**config.mk**
```make
export PLATFORM = sky130hd
export DESIGN_NAME = addr_window_decoder
export DESIGN_NICKNAME = d
export VERILOG_FILES = /design/src/rtl/awd_pkg.sv /design/src/rtl/awd_regfile.sv /design/src/rtl/awd_match.sv /design/src/rtl/awd_prio.sv /design/src/rtl/addr_window_decoder.sv
export SDC_FILE = /design/constraint.sdc
export NUM_CORES = 1
export LEC_CHECK = 0
export BUFFER_PORTS_ARGS = -buffer_cell sky130_fd_sc_hd__buf_2
export CORE_AREA = 2 2 276 278
export DETAILED_ROUTE_END_ITERATION = 12
export DIE_AREA = 0 0 278 280
export GPL_TIMING_DRIVEN = 0
export PLACE_DENSITY_LB_ADDON = 0.05
export SKIP_LAST_GASP = 1
export SYNTH_ARGS = -nofsm -noshare
export SYNTH_HDL_FRONTEND = slang
export SYNTH_SLANG_ARGS = --single-unit
export TNS_END_PERCENT = 5
```
**constraint.sdc**
```tcl
create_clock -name clk -period 5.4 [get_ports clk]
set_input_delay 0.27 -clock clk [delete_from_list [all_inputs] [get_ports clk]]
set_output_delay 0.27 -clock clk [all_outputs]
set_load 0.02 [all_outputs]
```
**src/rtl/awd_pkg.sv**
```systemverilog
package awd_pkg;

  // Register selector codes; the encoding is visible to software.
  typedef enum logic [1:0] {
    SEL_CTRL = 2'd0,
    SEL_BASE = 2'd1,
    SEL_RLO  = 2'd2,
    SEL_RHI  = 2'd3
  } awd_sel_e;

  // Control word field positions.
  localparam int CTRL_EN_BIT   = 0;
  localparam int CTRL_TGT_LSB  = 4;
  localparam int CTRL_TGT_W    = 4;
  localparam int CTRL_ATTR_LSB = 8;
  localparam int CTRL_ATTR_W   = 8;
  localparam int CTRL_SIZE_LSB = 16;

endpackage

```
**src/rtl/awd_regfile.sv**
```systemverilog
module awd_regfile
  import awd_pkg::*;
#(
  parameter int NUM_WIN   = 8,
  parameter int NUM_REMAP = 2,
  parameter int ADDR_W    = 32,
  parameter int MASK_W    = 16,
  parameter int TGT_W     = CTRL_TGT_W,
  parameter int ATTR_W    = CTRL_ATTR_W,
  localparam int IDX_W    = $clog2(NUM_WIN),
  localparam int OFS_W    = ADDR_W - MASK_W
) (
  input  logic                          clk,
  input  logic                          rst,
  input  logic                          wr_en,
  input  logic [IDX_W-1:0]              win_sel,
  input  logic [1:0]                    reg_sel,
  input  logic [ADDR_W-1:0]             wr_data,
  output logic [ADDR_W-1:0]             rd_data,
  output logic [NUM_WIN-1:0]            en_vec,
  output logic [NUM_WIN-1:0][MASK_W-1:0] size_vec,
  output logic [NUM_WIN-1:0][TGT_W-1:0]  tgt_vec,
  output logic [NUM_WIN-1:0][ATTR_W-1:0] attr_vec,
  output logic [NUM_WIN-1:0][MASK_W-1:0] base_vec,
  output logic [NUM_WIN-1:0][MASK_W-1:0] rlo_vec,
  output logic [NUM_WIN-1:0][ADDR_W-1:0] rhi_vec
);

  // Control fields (live immediately on write)
  logic                 en_q   [NUM_WIN];
  logic [TGT_W-1:0]     tgt_q  [NUM_WIN];
  logic [ATTR_W-1:0]    attr_q [NUM_WIN];
  logic [MASK_W-1:0]    size_q [NUM_WIN];
  // Base: staged copy seen by software, live copy seen by the comparator
  logic [MASK_W-1:0]    base_stg [NUM_WIN];
  logic [MASK_W-1:0]    base_act [NUM_WIN];
  // Remap registers exist only for the first NUM_REMAP windows
  logic [MASK_W-1:0]    rlo_stg [NUM_REMAP];
  logic [MASK_W-1:0]    rlo_act [NUM_REMAP];
  logic [ADDR_W-1:0]    rhi_stg [NUM_REMAP];
  logic [ADDR_W-1:0]    rhi_act [NUM_REMAP];

  logic [ADDR_W-1:0]    rd_mux;

  always_ff @(posedge clk) begin
    if (rst) begin
      for (int w = 0; w < NUM_WIN; w++) begin
        en_q[w]     <= 1'b0;
        tgt_q[w]    <= '0;
        attr_q[w]   <= '0;
        size_q[w]   <= '0;
        base_stg[w] <= '0;
        base_act[w] <= '0;
      end
      for (int r = 0; r < NUM_REMAP; r++) begin
        rlo_stg[r] <= '0;
        rlo_act[r] <= '0;
        rhi_stg[r] <= '0;
        rhi_act[r] <= '0;
      end
    end else if (wr_en) begin
      for (int w = 0; w < NUM_WIN; w++) begin
        if (int'(win_sel) == w) begin
          unique case (awd_sel_e'(reg_sel))
            SEL_CTRL: begin
              en_q[w]     <= wr_data[CTRL_EN_BIT];
              tgt_q[w]    <= wr_data[CTRL_TGT_LSB +: TGT_W];
              attr_q[w]   <= wr_data[CTRL_ATTR_LSB +: ATTR_W];
              size_q[w]   <= wr_data[CTRL_SIZE_LSB +: MASK_W];
              base_act[w] <= base_stg[w];
            end
            SEL_BASE: base_stg[w] <= wr_data[OFS_W +: MASK_W];
            default: ;
          endcase
        end
      end
      for (int r = 0; r < NUM_REMAP; r++) begin
        if (int'(win_sel) == r) begin
          unique case (awd_sel_e'(reg_sel))
            SEL_CTRL: begin
              rlo_act[r] <= rlo_stg[r];
              rhi_act[r] <= rhi_stg[r];
            end
            SEL_RLO: rlo_stg[r] <= wr_data[OFS_W +: MASK_W];
            SEL_RHI: rhi_stg[r] <= wr_data;
            default: ;
          endcase
        end
      end
    end
  end

  // Readback returns the software-visible (staged) values.
  always_comb begin
    rd_mux = '0;
    for (int w = 0; w < NUM_WIN; w++) begin
      if (int'(win_sel) == w) begin
        unique case (awd_sel_e'(reg_sel))
          SEL_CTRL: begin
            rd_mux[CTRL_EN_BIT]                 = en_q[w];
            rd_mux[CTRL_TGT_LSB +: TGT_W]       = tgt_q[w];
            rd_mux[CTRL_ATTR_LSB +: ATTR_W]     = attr_q[w];
            rd_mux[CTRL_SIZE_LSB +: MASK_W]     = size_q[w];
          end
          SEL_BASE: rd_mux[OFS_W +: MASK_W] = base_stg[w];
          default: ;
        endcase
      end
    end
    for (int r = 0; r < NUM_REMAP; r++) begin
      if (int'(win_sel) == r) begin
        if (awd_sel_e'(reg_sel) == SEL_RLO) rd_mux[OFS_W +: MASK_W] = rlo_stg[r];
        if (awd_sel_e'(reg_sel) == SEL_RHI) rd_mux = rhi_stg[r];
      end
    end
  end

  always_ff @(posedge clk) begin
    if (rst) rd_data <= '0;
    else     rd_data <= rd_mux;
  end

  // Export live values; non-remap windows see tied-off remap fields.
  for (genvar w = 0; w < NUM_WIN; w++) begin : g_exp
    assign en_vec[w]   = en_q[w];
    assign size_vec[w] = size_q[w];
    assign tgt_vec[w]  = tgt_q[w];
    assign attr_vec[w] = attr_q[w];
    assign base_vec[w] = base_act[w];
    if (w < NUM_REMAP) begin : g_rm
      assign rlo_vec[w] = rlo_act[w];
      assign rhi_vec[w] = rhi_act[w];
    end else begin : g_nrm
      assign rlo_vec[w] = '0;
      assign rhi_vec[w] = '0;
    end
  end

endmodule

```
**src/rtl/awd_match.sv**
```systemverilog
module awd_match #(
  parameter int NUM_WIN   = 8,
  parameter int NUM_REMAP = 2,
  parameter int ADDR_W    = 32,
  parameter int MASK_W    = 16
) (
  input  logic [ADDR_W-1:0]               addr,
  input  logic [NUM_WIN-1:0]              en_vec,
  input  logic [NUM_WIN-1:0][MASK_W-1:0]  size_vec,
  input  logic [NUM_WIN-1:0][MASK_W-1:0]  base_vec,
  input  logic [NUM_WIN-1:0][MASK_W-1:0]  rlo_vec,
  output logic [NUM_WIN-1:0]              hit_vec,
  output logic [NUM_WIN-1:0][MASK_W-1:0]  xpage_vec
);

  localparam int OFS_W = ADDR_W - MASK_W;

  logic [MASK_W-1:0] page;
  assign page = addr[OFS_W +: MASK_W];

  for (genvar w = 0; w < NUM_WIN; w++) begin : g_win
    logic [MASK_W-1:0] fixed_bits;
    assign fixed_bits = ~size_vec[w];
    assign hit_vec[w] = en_vec[w] &&
                        ((page & fixed_bits) == (base_vec[w] & fixed_bits));
    if (w < NUM_REMAP) begin : g_xl
      assign xpage_vec[w] = (rlo_vec[w] & fixed_bits) | (page & size_vec[w]);
    end else begin : g_pass
      assign xpage_vec[w] = page;
    end
  end

endmodule

```
**src/rtl/awd_prio.sv**
```systemverilog
module awd_prio #(
  parameter int NUM_WIN = 8,
  localparam int IDX_W  = $clog2(NUM_WIN)
) (
  input  logic [NUM_WIN-1:0] req,
  output logic               any,
  output logic [IDX_W-1:0]   idx
);

  // Scan from the top down so the lowest set index is kept last.
  always_comb begin
    idx = '0;
    for (int w = NUM_WIN - 1; w >= 0; w--) begin
      if (req[w]) idx = IDX_W'(w);
    end
  end

  assign any = |req;

endmodule

```
**src/rtl/addr_window_decoder.sv**
```systemverilog
module addr_window_decoder
  import awd_pkg::*;
#(
  parameter int NUM_WIN   = 8,
  parameter int NUM_REMAP = 2,
  parameter int ADDR_W    = 32,
  parameter int MASK_W    = 16,
  parameter int TGT_W     = CTRL_TGT_W,
  parameter int ATTR_W    = CTRL_ATTR_W,
  localparam int IDX_W    = $clog2(NUM_WIN),
  localparam int OFS_W    = ADDR_W - MASK_W
) (
  input  logic                 clk,
  input  logic                 rst,
  input  logic                 cfg_wr,
  input  logic [IDX_W-1:0]     cfg_win,
  input  logic [1:0]           cfg_sel,
  input  logic [ADDR_W-1:0]    cfg_wdata,
  output logic [ADDR_W-1:0]    cfg_rdata,
  input  logic                 lk_valid,
  input  logic [ADDR_W-1:0]    lk_addr,
  output logic                 res_valid,
  output logic                 res_hit,
  output logic [IDX_W-1:0]     res_win,
  output logic [TGT_W-1:0]     res_target,
  output logic [ATTR_W-1:0]    res_attr,
  output logic [2*ADDR_W-1:0]  res_addr
);

  logic [NUM_WIN-1:0]              en_vec;
  logic [NUM_WIN-1:0][MASK_W-1:0]  size_vec;
  logic [NUM_WIN-1:0][TGT_W-1:0]   tgt_vec;
  logic [NUM_WIN-1:0][ATTR_W-1:0]  attr_vec;
  logic [NUM_WIN-1:0][MASK_W-1:0]  base_vec;
  logic [NUM_WIN-1:0][MASK_W-1:0]  rlo_vec;
  logic [NUM_WIN-1:0][ADDR_W-1:0]  rhi_vec;
  logic [NUM_WIN-1:0]              hit_vec;
  logic [NUM_WIN-1:0][MASK_W-1:0]  xpage_vec;
  logic                            any_hit;
  logic [IDX_W-1:0]                win_idx;

  awd_regfile #(
    .NUM_WIN(NUM_WIN), .NUM_REMAP(NUM_REMAP), .ADDR_W(ADDR_W),
    .MASK_W(MASK_W), .TGT_W(TGT_W), .ATTR_W(ATTR_W)
  ) u_regs (
    .clk      (clk),
    .rst      (rst),
    .wr_en    (cfg_wr),
    .win_sel  (cfg_win),
    .reg_sel  (cfg_sel),
    .wr_data  (cfg_wdata),
    .rd_data  (cfg_rdata),
    .en_vec   (en_vec),
    .size_vec (size_vec),
    .tgt_vec  (tgt_vec),
    .attr_vec (attr_vec),
    .base_vec (base_vec),
    .rlo_vec  (rlo_vec),
    .rhi_vec  (rhi_vec)
  );

  awd_match #(
    .NUM_WIN(NUM_WIN), .NUM_REMAP(NUM_REMAP), .ADDR_W(ADDR_W), .MASK_W(MASK_W)
  ) u_match (
    .addr      (lk_addr),
    .en_vec    (en_vec),
    .size_vec  (size_vec),
    .base_vec  (base_vec),
    .rlo_vec   (rlo_vec),
    .hit_vec   (hit_vec),
    .xpage_vec (xpage_vec)
  );

  awd_prio #(.NUM_WIN(NUM_WIN)) u_prio (
    .req (hit_vec),
    .any (any_hit),
    .idx (win_idx)
  );

  always_ff @(posedge clk) begin
    if (rst) begin
      res_valid  <= 1'b0;
      res_hit    <= 1'b0;
      res_win    <= '0;
      res_target <= '0;
      res_attr   <= '0;
      res_addr   <= '0;
    end else begin
      res_valid <= lk_valid;
      if (lk_valid && any_hit) begin
        res_hit    <= 1'b1;
        res_win    <= win_idx;
        res_target <= tgt_vec[win_idx];
        res_attr   <= attr_vec[win_idx];
        res_addr   <= {rhi_vec[win_idx], xpage_vec[win_idx], lk_addr[OFS_W-1:0]};
      end else begin
        res_hit    <= 1'b0;
        res_win    <= '0;
        res_target <= '0;
        res_attr   <= '0;
        res_addr   <= '0;
      end
    end
  end

endmodule

```
==> reports/results.ini, run 1 <==
[pwr]
comb_power_share_pct = 6.7
seq_power_share_pct = 51.2
switching_power_mw = 3.372
p_sw_share_pct = 23.99
ir_drop_mv = 0.2008
power_density_nw_per_um2 = 361.3
intPower_mw = 10.68
p_leak_nw = 13.81
power_mw = 14.06
p_clk_share_pct = 42.1

[routing]
routed_wl_um = 126000
viasPerCell = 5.987
ant_nets = 0
first_iter_violations = 2916
avgRoutedWirePerCell_um = 32.48
route.detailed.drc = 0
drt-pass1-iter-count = 6
vias = 23230

[critical_path]
crit_fanout = 32
crit_slowest_cell = buf_1
crit_type = in2reg
cp.required_ns = 5.71
worstSetupEndpointType = flip-flop
worstSetupStartpointType = input port
cpMostUsedCell = buf_2
slowest_delay_ns = 0.58
worstPathCellList = buf_2, clkbuf_1, nand3_1, nor2_1, buf_2, buf_2, buf_1, a21o_2, buf_12
cp.arrival_ns = 4.24

[synthesis]
netlist.area_leader.share_pct = 61.28
yosys_warnings = 0
netlist_top_cells_area = edfxtp_1 61%, dfxtp_1 6.8%, and2_1 4.9%
synthFlopType = edfxtp_1
syn_area_sq_um = 33320
syn_inst = 2513
ys_types = 59
syn_nets = 2586
yosys.area.top_type = edfxtp_1
synth_edf_count = 680
ys_ff_latch = 793
syn_avg_cell_area_sq_um = 13.26
async_flop_share_pct = 0
ys_seq_area_share_pct = 68.07

[clocking]
htreeDepth = 3
clkTransAtPathRegs_ns = 0.06
cts_tree = done
cts_buffer_depth = 3
clkLatencyLatePin_ns = 0.65
clock_sinks = 793
ctsResizeCount = 0
root_buffer = clkbuf_16
cts_buffers = 87

[sta]
finClkSkew_ns = 0.02834
setup_viol = 0
hold_viol = 0
worst_slew_pin_slew_ns = 1.341
max_slew_margin_pct = 10.57
drv_slew = 0
finalSetupTns_ns = 0
post-route-min-period_ns = 3.930
min_period_over_period_pct = 72.78
fmax_ghz = 0.2545
hold_ws_ns = 0.02806
grt_setup_unrepaired = false

[global_route]
grt_antenna_before_repair = 6
grt_max_degree = 49
grt_pass1_vias = 22930
globalRouteTotalUtil_pct = 32.10
grt_pass1_wl_um = 172700
grt_overflow = 0

[die]
num_io_pins = 186
start_util_pct = 44.32
core_region_area_sq_um = 75190
fp.dieH_um = 280
num_rows = 101
die_area_sq_um = 77840
die-width_um = 278

[finish]
layout_common_cells = 680 x edfxtp_1, 384 x nor2_1, 259 x and2_1, 189 x buf_2, 125 x clkbuf_1
final_common_cell = edfxtp_1
fin_util_pct = 51.74
syn_to_final_growth_pct = 16.74
final_layout_size_suffix_gt1_share_pct = 13.91
fillers = 6500
nets = 2898

[status]
status = completed

[min_path]
hold_path_class = in2reg

[place]
gp_congestion = 0.9866
io_buffers = 166
post-dp-hpwl_um = 92220

[run]
maxCapViolCount = 0

## synth_stat cells, drive strengths merged, types with 52 or more instances
cell type,count
edfxtp,680
nor2,385
and2,259
xnor2,128
dfxtp,113
mux2i,107
clkbuf,105
nand2,73
a22oi,67
o21ai,66
buf,61
o22ai,60
nand2b,52
## power groups by stage
stage / combinational, mW / clock [mW] / sequential, mW
floorplan: 0.484 / 0 / 7.21
finish: 0.944 / 5.91 / 7.20
detailed placement: 0.903 / 0 / 7.32
CTS: 0.934 / 5.96 / 7.19
global placement: 0.876 / 0 / 7.33
global route: 0.986 / 6.20 / 7.21
## registers in the layout (all words and copies together) (netlist names), 32 cells and up
signal and flops:
u_regs.rd_data 32, u_regs.base_act 128, res_addr 64, u_regs.base_stg 128
u_regs.rhi_act 64, u_regs.tgt_q 32, u_regs.rhi_stg 64, u_regs.size_q 128
u_regs.attr_q 64, u_regs.rlo_act 32, u_regs.rlo_stg 32
## metal layers
layer	vias up	global-route usage, %	wire length, um
li1	9809	-	-
met2	1320	51.54	58300
met1	11750	40.21	47410
met4	8	19.81	8796
met3	336	6.404	11460
met5	-	0	46
## through the flow
| step | instances | cell area [sq um] | setup WS, ns |
|---|---|---|---|
| after floorplan | 2513 | 33320 | 1.618 |
| after global placement | 3657 | 35380 | -1.487 |
| after detailed placement | 3668 | 35630 | 1.027 |
| after CTS | 3876 | 38890 | 1.362 |
| after global routing | 3876 | 38890 | 1.486 |
| final | 3879 | 38900 | 1.470 |
## path summary, 6_finish.rpt
path / depth (start not counted) / from / slack, ns / end
setup / recovery: 9 / cfg_win[2] / 1.47 / u_regs.size_q[1][60]
hold / removal: 2 / cfg_wdata[30] / 0.03 / u_regs.rhi_stg[0][62]
setup reg to reg: 10 / u_regs.base_act[0][10] / 1.56 / res_addr[31]
hold reg to reg: 2 / u_regs.rhi_act[0][8] / 0.47 / res_addr[40]
## final cells by class
class,instances,area (sq um),share of cell area (%)
multi-input combinational,1523,9684,24.89
timing repair buffer,223,1485,3.818
inverter,31,116.4,0.2991
tap,978,1224,3.145
clock buffer,120,2454,6.307
antenna,3,7.507,0.01930
sequential,793,22680,58.30
buffer,166,902.1,2.319
clock inverter,42,347.8,0.8941
## kinds of logic (layout without fill, tap and decap cells)
family,after synthesis,count (layout),synth area share [%]
DFF,793,793,68.07
buffers and inverters,197,582,3.056
xor gates and xnor gates,128,128,3.454
and+or+nand+nor,881,881,13.00
AOI/OAI and AO/OA,396,396,8.497
muxes,118,118,3.924
other,0,3,0
## critical path: cells and delay by family
family,cells,cell delay (ns)
buffers and inverters,6,2.49
AOI/OAI and AO/OA,1,0.56
and+or+nand+nor,2,0.82
## what timing repair did
| action | 4_1_cts | 5_1_grt |
|---|---|---|
| hold buffers | 46 | 0 |
| hold endpoints to repair | 95 | 0 |
| buffers inserted | 0 | 0 |
Note: power is estimated with default switching activity, not from simulation.
==> inputs of run 2 (changes only) <==
==> constraint.sdc (replaced) <==
create_clock -name clk -period 3.7 [get_ports clk]
set_input_delay 0.185 -clock clk [delete_from_list [all_inputs] [get_ports clk]]
set_output_delay 0.185 -clock clk [all_outputs]
set_load 0.02 [all_outputs]
==> reports/results.ini, run 2 (synthesized netlist as in run 1, its figures left out) <==
[status]
status = finished with violations  ; was completed
violations = setup timing

[sta]
min_period_over_period_pct = 100.6
setup_viol = 15  ; was 0
finalSetupTns_ns = -0.1959  ; was 0 ns
grt_setup_unrepaired = true  ; was false
timing.final.ws_setup_ns = -0.02284  ; was 1.470 ns
fmax_ghz = 0.2686
hold_viol = 0  ; unchanged
worst_slew_pin_slew_ns = 1.387  ; was 1.341 ns
finClkSkew_ns = 0.02943  ; was 0.02834 ns
post-route-min-period_ns = 3.723
max_slew_margin_pct = 7.544  ; was 10.57%
hold_ws_ns = 0.1198  ; was 0.02806 ns
drv_slew = 0  ; unchanged

[critical_path]
worstPathCellList = buf_2, clkbuf_1, clkbuf_1, clkbuf_1, clkbuf_1, a21o_1  ; was buf_2, clkbuf_1, nand3_1, nor2_1, buf_2, buf_2, buf_1, a21o_2, buf_12
worstSetupEndpointType = flip-flop  ; unchanged
cpMostUsedCell = clkbuf_1  ; was buf_2
crit_slowest_cell = clkbuf_1  ; was buf_1
cp.required_ns = 3.96  ; was 5.71 ns
crit_buf_inv = 5  ; was 6
cp.arrival_ns = 3.98  ; was 4.24 ns
crit_type = in2reg  ; unchanged
path_delay_family = buffers and inverters  ; unchanged
crit_fanout = 16  ; was 32
worstSetupStartpointType = input port  ; unchanged
slowest_delay_ns = 0.78  ; was 0.58 ns

[place]
io_buffers = 166  ; unchanged
gp_congestion = 0.9866  ; unchanged
post-dp-hpwl_um = 92220  ; unchanged
place_area_sq_um = 35630  ; unchanged
pre_cts_ws_ns = -0.5878  ; was 1.027 ns

[pwr]
ir_drop_mv = 0.2938  ; was 0.2008 mV
p_leak_nw = 13.88  ; was 13.81 nW
power_density_nw_per_um2 = 525.6  ; was 361.3 nW/um^2

[routing]
route.detailed.drc = 0  ; unchanged
avgRoutedWirePerCell_um = 32.34  ; was 32.48 um
viasPerCell = 5.961  ; was 5.987
first_iter_violations = 2980  ; was 2916
routed_wl_um = 125900  ; was 126000 um
ant_nets = 0  ; unchanged
drt-pass1-iter-count = 6  ; unchanged
vias = 23210  ; was 23.23k

[clocking]
root_buffer = clkbuf_16  ; unchanged
htreeDepth = 3  ; unchanged
cts_tree = done  ; unchanged
clkTransAtPathRegs_ns = 0.06  ; about the same
post-cts-setup-buffers = 0  ; unchanged
cts_buffers = 87  ; unchanged
cts_buffer_depth = 3  ; unchanged
clock_sinks = 793  ; unchanged
clkLatencyLatePin_ns = 0.65  ; about the same

[die]
die_area_sq_um = 77840  ; unchanged
start_util_pct = 44.32  ; unchanged
num_rows = 101  ; unchanged
die-width_um = 278  ; unchanged
num_io_pins = 186  ; unchanged
core_region_area_sq_um = 75190  ; unchanged
fp.dieH_um = 280  ; unchanged

[finish]
largestRegisters = u_regs.base_act x128, u_regs.base_stg x128, u_regs.size_q x128  ; unchanged
layout_common_cells = 680 x edfxtp_1, 383 x nor2_1, 259 x and2_1, 189 x buf_2  ; was 680 x edfxtp_1, 384 x nor2_1, 259 x and2_1, 189 x buf_2, 125 x clkbuf_1
nets = 2914  ; was 2898
fillers = 6505  ; was 6500
final_layout_size_suffix_gt1_share_pct = 13.86  ; was 13.91%
syn_to_final_growth_pct = 17.28  ; was 16.74%
design_area_sq_um = 39080  ; was 38900 sq um
final_common_cell = edfxtp_1  ; unchanged

[global_route]
grt_max_degree = 49  ; unchanged
grt_overflow = 0  ; unchanged
grt_pass1_vias = 22950  ; was 22.93k
grt_pass1_wl_um = 172800  ; was 172700 um
grt_antenna_before_repair = 6  ; unchanged
globalRouteTotalUtil_pct = 32.12  ; was 32.10%

[min_path]
hold_path_class = in2reg  ; unchanged

[run]
maxCapViolCount = 0  ; unchanged

run 2: cell count changes in the layout (fill, tap and decap cells not counted):
cell           previous run  this run
buf_1                     9         8
clkbuf_1                125       124
diode_2                   3         2
dlygate4sd3_1            46        64
nor2_1                  384       383
nor2_2                    1         2
nor2b_2                   1         0
nor2b_4                   0         1
run 2: what timing repair did:
| item | 4_1_cts | 5_1_grt |
|---|---|---|
| setup endpoints to repair | 10 | 58 |
| hold endpoints to repair | 128 | 0 |
| resized for setup | 1 | 2 |
| cloned | 0 | 0 |
| hold buffers | 64 | 0 |
run 2: path summary, 6_finish.rpt:
kind              slack, ns                     to  cells past startpoint                    from
setup / recovery      -0.02  u_regs.rlo_stg[0][11]                      6                     rst
hold / removal         0.12      u_regs.rd_data[1]                      3              cfg_sel[0]
setup reg to reg       0.16           res_addr[31]                     10  u_regs.base_act[0][33]
hold reg to reg        0.47           res_addr[40]                      2    u_regs.rhi_act[0][8]
run 2: per-layer routing:
metal / part of all wire, % / global-route usage [%] / vias up
met2: 47 / 51.53 / 1285
li1: - / - / 9839
met3: 8.9 / 6.404 / 327
met1: 38 / 40.26 / 11750
met4: 6.7 / 19.81 / 10
met5: 0.045 / 0 / -
run 2: power by group:
| part | leakage [nW] | switching (mW) | internal, mW |
|---|---|---|---|
| clock network | 1.39 | 3.65 | 4.99 |
| logic | 4.82 | 0.938 | 0.455 |
| registers | 7.67 | 0.346 | 10.2 |
run 2: cell type report:
type | instances | area [sq um] | area share (%)
Clock buffer | 120 | 2454 | 6.278
Tap cell | 978 | 1224 | 3.131
Sequential cell | 793 | 22680 | 58.04
Inverter | 31 | 116.4 | 0.2978
Multi-Input combinational cell | 1523 | 9692 | 24.80
Buffer | 164 | 894.6 | 2.289
Timing Repair Buffer | 241 | 1665 | 4.261
Antenna cell | 2 | 5.005 | 0.01281
Clock inverter | 42 | 347.8 | 0.8901
run 2: metrics by stage:
stage	power [mW]	util (%)	std cells
after floorplan	11.23	-	2513
after global placement	11.97	47.05	3657
after detailed placement	12.00	47.39	3668
after CTS	20.57	51.97	3894
after global routing	21.02	51.97	3892
final	20.54	51.97	3894
run 2: tightest hold or removal path, stage by stage:
cell and delay (ns):
buf_2 0.15, nand2_1 0.28, nor3_1 0.09
